<file path="src/rtl/lin_mon_pkg.sv">
package lin_mon_pkg;
  typedef enum logic [1:0] {ST_IDLE, ST_ID, ST_DATA, ST_CHECK} monState_t;

  typedef struct packed {
    logic clear;
    logic loadId;
    logic addData;
    logic countTick;
  } dpCtrl_t;
endpackage

</file>
<file path="src/rtl/lin_mon_dp.sv">
module lin_mon_dp
  import lin_mon_pkg::*;
#(
  parameter int HDR_BITS   = 34,
  parameter int BYTE_BITS  = 10,
  parameter int BUDGET_PCT = 140,
  parameter int MAX_LEN    = 8,
  parameter logic [5:0] SLEEP_ID = 6'h3C
) (
  input  logic       clk,
  input  logic       rstN,
  input  dpCtrl_t    ctl,
  input  logic       bitTick,
  input  logic [7:0] byteData,
  output logic       parityOk,
  output logic       sleepId,
  output logic       lastData,
  output logic       sumMatch,
  output logic       overrun
);
  function automatic int limitFor(int n);
    return ((HDR_BITS + BYTE_BITS * (n + 1)) * BUDGET_PCT) / 100;
  endfunction

  localparam int LIM_MAX = limitFor(MAX_LEN);
  localparam int CNT_W   = $clog2(LIM_MAX + 1) + 1;
  localparam int BC_W    = $clog2(MAX_LEN + 1);

  logic [CNT_W-1:0] limTab [4];
  for (genvar k = 0; k < 4; k++) begin : g_lim
    assign limTab[k] = CNT_W'(limitFor(1 << k));
  end

  logic [CNT_W-1:0] tickCnt;
  logic [BC_W-1:0]  byteCnt;
  logic [7:0]       acc;
  logic [1:0]       lenCode;
  logic             idLoaded;
  logic [CNT_W-1:0] limitSel;
  logic [8:0]       sumRaw;
  logic [7:0]       sumNext;
  logic [BC_W-1:0]  needM1;

  assign limitSel = idLoaded ? limTab[lenCode] : CNT_W'(LIM_MAX);
  assign overrun  = bitTick && (tickCnt >= limitSel);

  assign parityOk = (byteData[6] == ^{byteData[0], byteData[1], byteData[2], byteData[4]}) &&
                    (byteData[7] == ~^{byteData[1], byteData[3], byteData[4], byteData[5]});
  assign sleepId  = (byteData[5:0] == SLEEP_ID);

  assign sumRaw   = {1'b0, acc} + {1'b0, byteData};
  assign sumNext  = sumRaw[7:0] + {7'd0, sumRaw[8]};
  assign sumMatch = (byteData == ~acc);

  assign needM1   = BC_W'((1 << lenCode) - 1);
  assign lastData = (byteCnt == needM1);

  always_ff @(posedge clk or negedge rstN) begin
    if (!rstN) begin
      tickCnt  <= '0;
      byteCnt  <= '0;
      acc      <= '0;
      lenCode  <= '0;
      idLoaded <= 1'b0;
    end else if (ctl.clear) begin
      tickCnt  <= '0;
      byteCnt  <= '0;
      acc      <= '0;
      lenCode  <= '0;
      idLoaded <= 1'b0;
    end else begin
      if (ctl.countTick) tickCnt <= tickCnt + 1'b1;
      if (ctl.loadId) begin
        lenCode  <= byteData[1:0];
        idLoaded <= 1'b1;
      end
      if (ctl.addData) begin
        acc     <= sumNext;
        byteCnt <= byteCnt + 1'b1;
      end
    end
  end

  // never more data bytes than the longest class
  p_bytecnt_bound_r3: assert property (@(posedge clk) disable iff (!rstN)
    byteCnt <= BC_W'(MAX_LEN));

  // elapsed count only moves by one per tick
  p_tick_step_r7: assert property (@(posedge clk) disable iff (!rstN)
    (!ctl.clear && !bitTick) |=> $stable(tickCnt));
endmodule

</file>
<file path="src/rtl/lin_mon_ctrl.sv">
module lin_mon_ctrl
  import lin_mon_pkg::*;
(
  input  logic    clk,
  input  logic    rstN,
  input  logic    frameStart,
  input  logic    bitTick,
  input  logic    byteValid,
  input  logic    parityOk,
  input  logic    sleepId,
  input  logic    lastData,
  input  logic    sumMatch,
  input  logic    overrun,
  output dpCtrl_t ctl,
  output logic    frameOk,
  output logic    parityErr,
  output logic    checksumErr,
  output logic    timeoutErr,
  output logic    sleepCmd
);
  monState_t state, stateNext;
  logic okN, parN, sumN, toN, slpN;
  logic active;

  assign active = (state != ST_IDLE);

  always_comb begin
    stateNext     = state;
    ctl           = '0;
    okN = 1'b0; parN = 1'b0; sumN = 1'b0; toN = 1'b0; slpN = 1'b0;
    ctl.countTick = active && bitTick && !frameStart;
    if (frameStart) begin
      ctl.clear = 1'b1;
      stateNext = ST_ID;
    end else if (active && overrun) begin
      toN       = 1'b1;
      stateNext = ST_IDLE;
    end else if (byteValid) begin
      unique case (state)
        ST_ID: begin
          if (!parityOk) begin
            parN      = 1'b1;
            stateNext = ST_IDLE;
          end else if (sleepId) begin
            okN       = 1'b1;
            slpN      = 1'b1;
            stateNext = ST_IDLE;
          end else begin
            ctl.loadId = 1'b1;
            stateNext  = ST_DATA;
          end
        end
        ST_DATA: begin
          ctl.addData = 1'b1;
          if (lastData) stateNext = ST_CHECK;
        end
        ST_CHECK: begin
          if (sumMatch) okN = 1'b1;
          else          sumN = 1'b1;
          stateNext = ST_IDLE;
        end
        default: ;
      endcase
    end
  end

  always_ff @(posedge clk or negedge rstN) begin
    if (!rstN) begin
      state       <= ST_IDLE;
      frameOk     <= 1'b0;
      parityErr   <= 1'b0;
      checksumErr <= 1'b0;
      timeoutErr  <= 1'b0;
      sleepCmd    <= 1'b0;
    end else begin
      state       <= stateNext;
      frameOk     <= okN;
      parityErr   <= parN;
      checksumErr <= sumN;
      timeoutErr  <= toN;
      sleepCmd    <= slpN;
    end
  end

  p_single_outcome_r10: assert property (@(posedge clk) disable iff (!rstN)
    $onehot0({frameOk, parityErr, checksumErr, timeoutErr}));

  p_sleep_ok_r6: assert property (@(posedge clk) disable iff (!rstN)
    sleepCmd |-> frameOk);

  p_timeout_tick_r7: assert property (@(posedge clk) disable iff (!rstN)
    timeoutErr |-> $past(bitTick));

  p_parity_src_r2: assert property (@(posedge clk) disable iff (!rstN)
    parityErr |-> $past(state == ST_ID && byteValid));

  p_ok_after_check_r4: assert property (@(posedge clk) disable iff (!rstN)
    (frameOk && !sleepCmd) |-> $past(state == ST_CHECK));
endmodule

</file>
<file path="src/rtl/lin_frame_monitor.sv">
module lin_frame_monitor
  import lin_mon_pkg::*;
#(
  parameter int HDR_BITS   = 34,
  parameter int BYTE_BITS  = 10,
  parameter int BUDGET_PCT = 140,
  parameter int MAX_LEN    = 8,
  parameter logic [5:0] SLEEP_ID = 6'h3C
) (
  input  logic       clk,
  input  logic       rstN,
  input  logic       frameStart,
  input  logic       bitTick,
  input  logic       byteValid,
  input  logic [7:0] byteData,
  output logic       frameOk,
  output logic       parityErr,
  output logic       checksumErr,
  output logic       timeoutErr,
  output logic       sleepCmd
);
  dpCtrl_t ctl;
  logic parityOk, sleepId, lastData, sumMatch, overrun;

  lin_mon_dp #(
    .HDR_BITS(HDR_BITS), .BYTE_BITS(BYTE_BITS), .BUDGET_PCT(BUDGET_PCT),
    .MAX_LEN(MAX_LEN), .SLEEP_ID(SLEEP_ID)
  ) u_dp (
    .clk(clk), .rstN(rstN), .ctl(ctl), .bitTick(bitTick), .byteData(byteData),
    .parityOk(parityOk), .sleepId(sleepId), .lastData(lastData),
    .sumMatch(sumMatch), .overrun(overrun)
  );

  lin_mon_ctrl u_ctrl (
    .clk(clk), .rstN(rstN), .frameStart(frameStart), .bitTick(bitTick),
    .byteValid(byteValid), .parityOk(parityOk), .sleepId(sleepId),
    .lastData(lastData), .sumMatch(sumMatch), .overrun(overrun), .ctl(ctl),
    .frameOk(frameOk), .parityErr(parityErr), .checksumErr(checksumErr),
    .timeoutErr(timeoutErr), .sleepCmd(sleepCmd)
  );
endmodule

</file>
<file path="config.mk">
export PLATFORM = sky130hd
export DESIGN_NAME = lin_frame_monitor
export DESIGN_NICKNAME = d
export VERILOG_FILES = /design/src/rtl/lin_mon_pkg.sv /design/src/rtl/lin_mon_dp.sv /design/src/rtl/lin_mon_ctrl.sv /design/src/rtl/lin_frame_monitor.sv
export SDC_FILE = /design/constraint.sdc
export NUM_CORES = 1
export LEC_CHECK = 0
export BUFFER_PORTS_ARGS = -buffer_cell sky130_fd_sc_hd__buf_4
export CORE_ASPECT_RATIO = 1.4
export CORE_MARGIN = 2
export CORE_UTILIZATION = 60
export CTS_CLUSTER_DIAMETER = 150
export CTS_CLUSTER_SIZE = 12
export DETAILED_ROUTE_END_ITERATION = 10
export PLACE_DENSITY = 0.83
export SLEW_MARGIN = 5
export SYNTH_ARGS = -nofsm -noshare
export SYNTH_HDL_FRONTEND = slang
export SYNTH_HIERARCHICAL = 1
export SYNTH_SLANG_ARGS = --single-unit
</file>
<file path="constraint.sdc">
create_clock -name clk -period 5.2 [get_ports clk]
set_input_delay 0.26 -clock clk [delete_from_list [all_inputs] [get_ports clk]]
set_output_delay 0.26 -clock clk [all_outputs]
set_load 0.02 [all_outputs]
</file>
* Yosys cells after proc, flatten, opt, wreduce, memory -nomap -nowiden
Cells that the tools add are included.
** Word-level totals
- Output and inout port bits :: 5
- Bits in registers :: 31
** Operators by class
- Add/sub/neg operators :: 5
- $lt $le $gt $ge :: 2
- Eq/ne operators :: 9
- Mux-type cells :: 52
- Bitwise gates (word level) :: 2
- Reductions and logical operators :: 15
- Shift operators :: 1
** Operators by type and width (number)
- 2-to-1 mux 9 bit :: 5
- 2-to-1 mux 1 bit :: 29
- 2-to-1 mux 2 bit :: 11
- binary-select mux 9 bit (select 2 bit) :: 1
- 2-to-1 mux 8 bit :: 2
- adder 8 x 8 -> 9 bit :: 1
- adder 9 x 1 -> 9 bit, second input constant :: 1
- greater-or-equal comparator 9 bit :: 1
- adder 8 x 1 -> 8 bit :: 1
- == test 8 bit :: 1
- 2-to-1 mux 4 bit :: 2
- NOT 8 bit :: 1
- nonzero test 2 bit :: 4
- == test 6 bit, second input constant :: 1
- one-hot mux 2 bit (3 select lines) :: 1
- logical AND 1 bit :: 5
- nonzero test 5 bit :: 1
- adder 4 x 1 -> 4 bit, second input constant :: 1
- == test 2 bit, second input constant :: 2
- == test 4 bit :: 1
- != test 4 x 3 -> 1 bit, second input constant :: 1
- XNOR reduction 4 bit :: 1
- parity 4 bit :: 1
- << shifter 1 x 2 -> 4 bit, first input constant :: 1
- 9 further kinds :: 10

* Depth between registers and ports, before layout
- Depth after elaboration :: 12
- Gate-level depth with buffers :: 14
- Depth with buffers taken out :: 13

* Modules after synthesis
The synthesis kept the hierarchy.
** By module, submodules not included
- lin_mon_dp :: instances 1, cells an instance 205, area each 1953.1 um^2
- lin_mon_ctrl :: instances 1, cells an instance 30, area each 349.1 um^2

* Worst setup path before layout
Ideal clock, no wire load.
- Kind :: register to register
- Start :: register u_dp.lenCode[1]
- End :: register u_dp.acc[0]
- Data required time :: 5.068 ns
- Stages on the path, launching flop included :: 15
- Data arrival time :: 2.833 ns
- Buffers on the path :: 2
- Path slack :: 2.235 ns
- Setup time :: 0.132 ns
- Period minus slack after synthesis :: 2.965 ns
- Cell sequence :: dfrtp_1 inv_1 ha_1 nand2_1 ha_1 a21o_1 a21o_1 a21oi_1 o21a_1 a21oi_1 nor4_1 clkbuf_1 buf_1 mux2i_1 nor2_1
** RTL lines
- start: declaration :: line lin_mon_dp.sv:37 : logic [1:0] lenCode;
- start signal: assignment :: line lin_mon_dp.sv:74 : lenCode <= byteData[1:0];
- end signal: assignment :: line lin_mon_dp.sv:78 : acc <= sumNext;
- end: declaration :: line lin_mon_dp.sv:36 : logic [7:0] acc;

==> metrics.cfg <==
[outcome]
status = completed

[grt]
grt_pass1_wl_um = 8328
grt_max_degree = 32
grt_pass1_vias = 1871
grt_use_total = 0.2440
antenna_found_initial = 0
grt.overflow.total = 0

[timing]
finalHoldViolations = 0
rsz0062_at_grt = false
slew_headroom = 0.6655
tightest_slew_ns = 0.4972
fin_tns_setup_ns = 0
min_period_ns = 2.988
fmax_mhz = 334.7
finalClockSkew_ns = 0.002240
fin_crit_sh = 0.5746
report.final.slew_viol_count = 0
final-setup-viol-count = 0

[finish]
fin_util = 0.6978
final_nets = 293
fin_cells = 297
antenna_cells = 0
multi_input_area_um2 = 1458
num-fill-cells = 291
regArea_um2 = 775.7
drive_gt1_frac = 0.1373
areaGrowthSynthToFinish_pct = 11.41
final_cell_area_um2 = 2565

[detailed_routing]
dr_wl_met3_um = 156
drt-met1-wl_um = 1861
wirelength_um = 4769
drc_errors = 0
wl_per_cell_um = 16.06
top_layer_used = met4
num_vias = 1799
ant_nets = 0
avgViaCountPerCell = 6.057
drt_iter0_drc = 64
wl_met2_um = 2566
drt_first_pass_iters = 4

[clock_tree]
cts_htree_levels = 2
clk_latency_ns = 0.28
root_buffer = clkbuf_8
cts_buffers = 5
path_clk_slew_ns = 0.06
cts_sinks = 31
cts.path.max_buffers = 2
cts_setup_buffers = 0
cts_tree = built

[logic_synthesis]
synthCells = 235
synth_top_flop_cell = dfrtp_1
post_synth.cell_area_avg_um2 = 9.797
netlist_area_um2 = 2302
yosysWarnings = 6
seq_area_frac_synth = 0.3370
syn_nets = 274
ys_async_sr_fraction = 1.000
yosysUniqueCellTypes = 52
synth_edf_count = 0
ys_ff_latch = 31

[die]
pin_count = 18
rows = 26
die_h_um = 77.29
start_util = 0.6263
die_w_um = 56.35
core_area_um2 = 3676
dieArea_um2 = 4355

[setup_path]
crit_path_start_kind = register
path_max_fanout = 6
cpMaxStageDelayCell = dfrtp_1
critPathRequiredTime_ns = 5.36
cp_slowest_stage_delay_ns = 0.43
path_cells = inv_1, ha_1, nand2_1, ha_1, a21o_1, a21o_1, a21oi_1, o21a_1, a21oi_1, nand4bb_4, nor4b_4, mux2i_1, nor2_1
worst_setup_path_end_kind = register
crit_type = reg -> reg
worstPathArrival_ns = 3.14

[place]
dp_cells = 288
portBuffers = 17
place_congestion = 0.8616
dp_hpwl_um = 3557
placement.cell_area_um2 = 2455

[pwr]
irDropWorstVdd_uv = 186.5
p_total_uw = 542.4
leakage_uw = 0.001214
powerDensity_nw_per_um2 = 211.4

[min_path]
hold_class = in -> reg

[job]
maxCapViolations = 0

## power breakdown
part | leakage (uW) | internal [uW] | total (uW) | switching (uW)
clock | 0.0000515 | 121 | 207 | 86.2
combinational | 0.000734 | 37.3 | 83.7 | 46.4
sequential | 0.000428 | 246 | 252 | 6.21
## Yosys cell counts, types with 4 or more instances
cell type	instances	area, um^2
nand4_1	6	37.54
nand3_1	7	35.03
a211oi_1	6	45.04
a211o_1	4	35.03
mux2i_1	7	70.07
dfrtp_1	31	775.7
o21ai_0	5	25.02
inv_1	9	33.78
xnor2_1	10	87.58
nor3_1	5	25.02
nor2_1	31	116.4
a21oi_1	8	40.04
nand2_1	12	45.04
xor2_1	13	113.9
ha_1	25	312.8
## cell type report
type	instances	area share
timing repair buffer	19	0.05659
clock buffer	8	0.03902
tap	42	0.02049
multi-input combinational	188	0.5683
sequential	31	0.3024
inverter	9	0.01317
## what timing repair did
action | in CTS | in global routing
gates resized for setup | 0 | 0
hold endpoints to repair | 31 | 0
hold buffers | 1 | 0
## flip-flops by register name, summed over array words and instances, names as in the netlist
register / count
u_ctrl/checksumErr: 1
u_ctrl/frameOk: 1
u_ctrl/parityErr: 1
u_ctrl/sleepCmd: 1
u_ctrl/state: 2
u_ctrl/timeoutErr: 1
u_dp/acc: 8
u_dp/byteCnt: 4
u_dp/idLoaded: 1
u_dp/lenCode: 2
u_dp/tickCnt: 9
## layout by cell type (no fill, tap or decap), types with 6 or more instances in the layout
| master | synthesis | final |
|---|---|---|
| xor2_1 | 13 | 13 |
| buf_4 | 2 | 18 |
| clkbuf_8 | 0 | 7 |
| dfrtp_1 | 31 | 31 |
| nand2_1 | 12 | 12 |
| nor2_1 | 31 | 31 |
| a211oi_1 | 6 | 6 |
| a21oi_1 | 8 | 8 |
| inv_1 | 9 | 9 |
| nand4_1 | 6 | 6 |
| xnor2_1 | 10 | 10 |
| mux2i_1 | 7 | 7 |
| ha_1 | 25 | 25 |
| nand3_1 | 7 | 7 |
## stage by stage
stage | setup slack, ns | hold WS, ns
after global placement | 2.245 | 0.2164
after CTS | 2.187 | 0.2474
after detailed placement | 2.219 | 0.2214
final | 2.212 | 0.2574
after floorplan | 2.235 | -0.03559
after global routing | 1.985 | 0.2513
## final timing paths
path                            startpoint              end  slack (ns)  cells after the start
setup / recovery           u_dp/lenCode[0]  u_dp/lenCode[0]        2.21                     13
hold / removal                 byteData[0]  u_dp/lenCode[0]        0.26                      3
setup reg to reg           u_dp/lenCode[0]  u_dp/lenCode[0]        2.21                     13
hold reg to reg                u_dp/acc[2]      u_dp/acc[2]        0.54                      2
max in group asynchronous             rstN  u_dp/byteCnt[3]        4.43                      2
min in group asynchronous             rstN   u_ctrl/frameOk        0.48                      2
## metal layers
| metal | GRT usage | vias to the layer above |
|---|---|---|
| met5 | 0 | - |
| met3 | 0.04722 | 15 |
| li1 | - | 889 |
| met4 | 0.1214 | 0 |
| met1 | 0.2702 | 844 |
| met2 | 0.4353 | 51 |
## critical path, delay by kind of cell, from the launching register on
family                   cells  cell delay, ns
AND/OR/NAND/NOR              4            0.83
AO/OA/AOI/OAI                5            0.80
adder cells (fa/ha/maj)      2            0.46
flip-flops                   1            0.43
multiplexers                 1            0.23
buffers and inverters        1            0.11
## cells by family (layout without fill, tap and decap cells)
group / Yosys count / count (layout) / share of synthesized area
buffers and inverters: 16 / 36 / 0.03260
adder cells (fa/ha/maj): 26 / 26 / 0.1446
AND/OR/NAND/NOR: 84 / 84 / 0.1995
AO/OA/AOI/OAI: 46 / 46 / 0.1516
multiplexers: 7 / 7 / 0.03044
XOR/XNOR: 25 / 25 / 0.1043
flip-flops: 31 / 31 / 0.3370
Note: power is estimated with default switching activity, not from simulation.
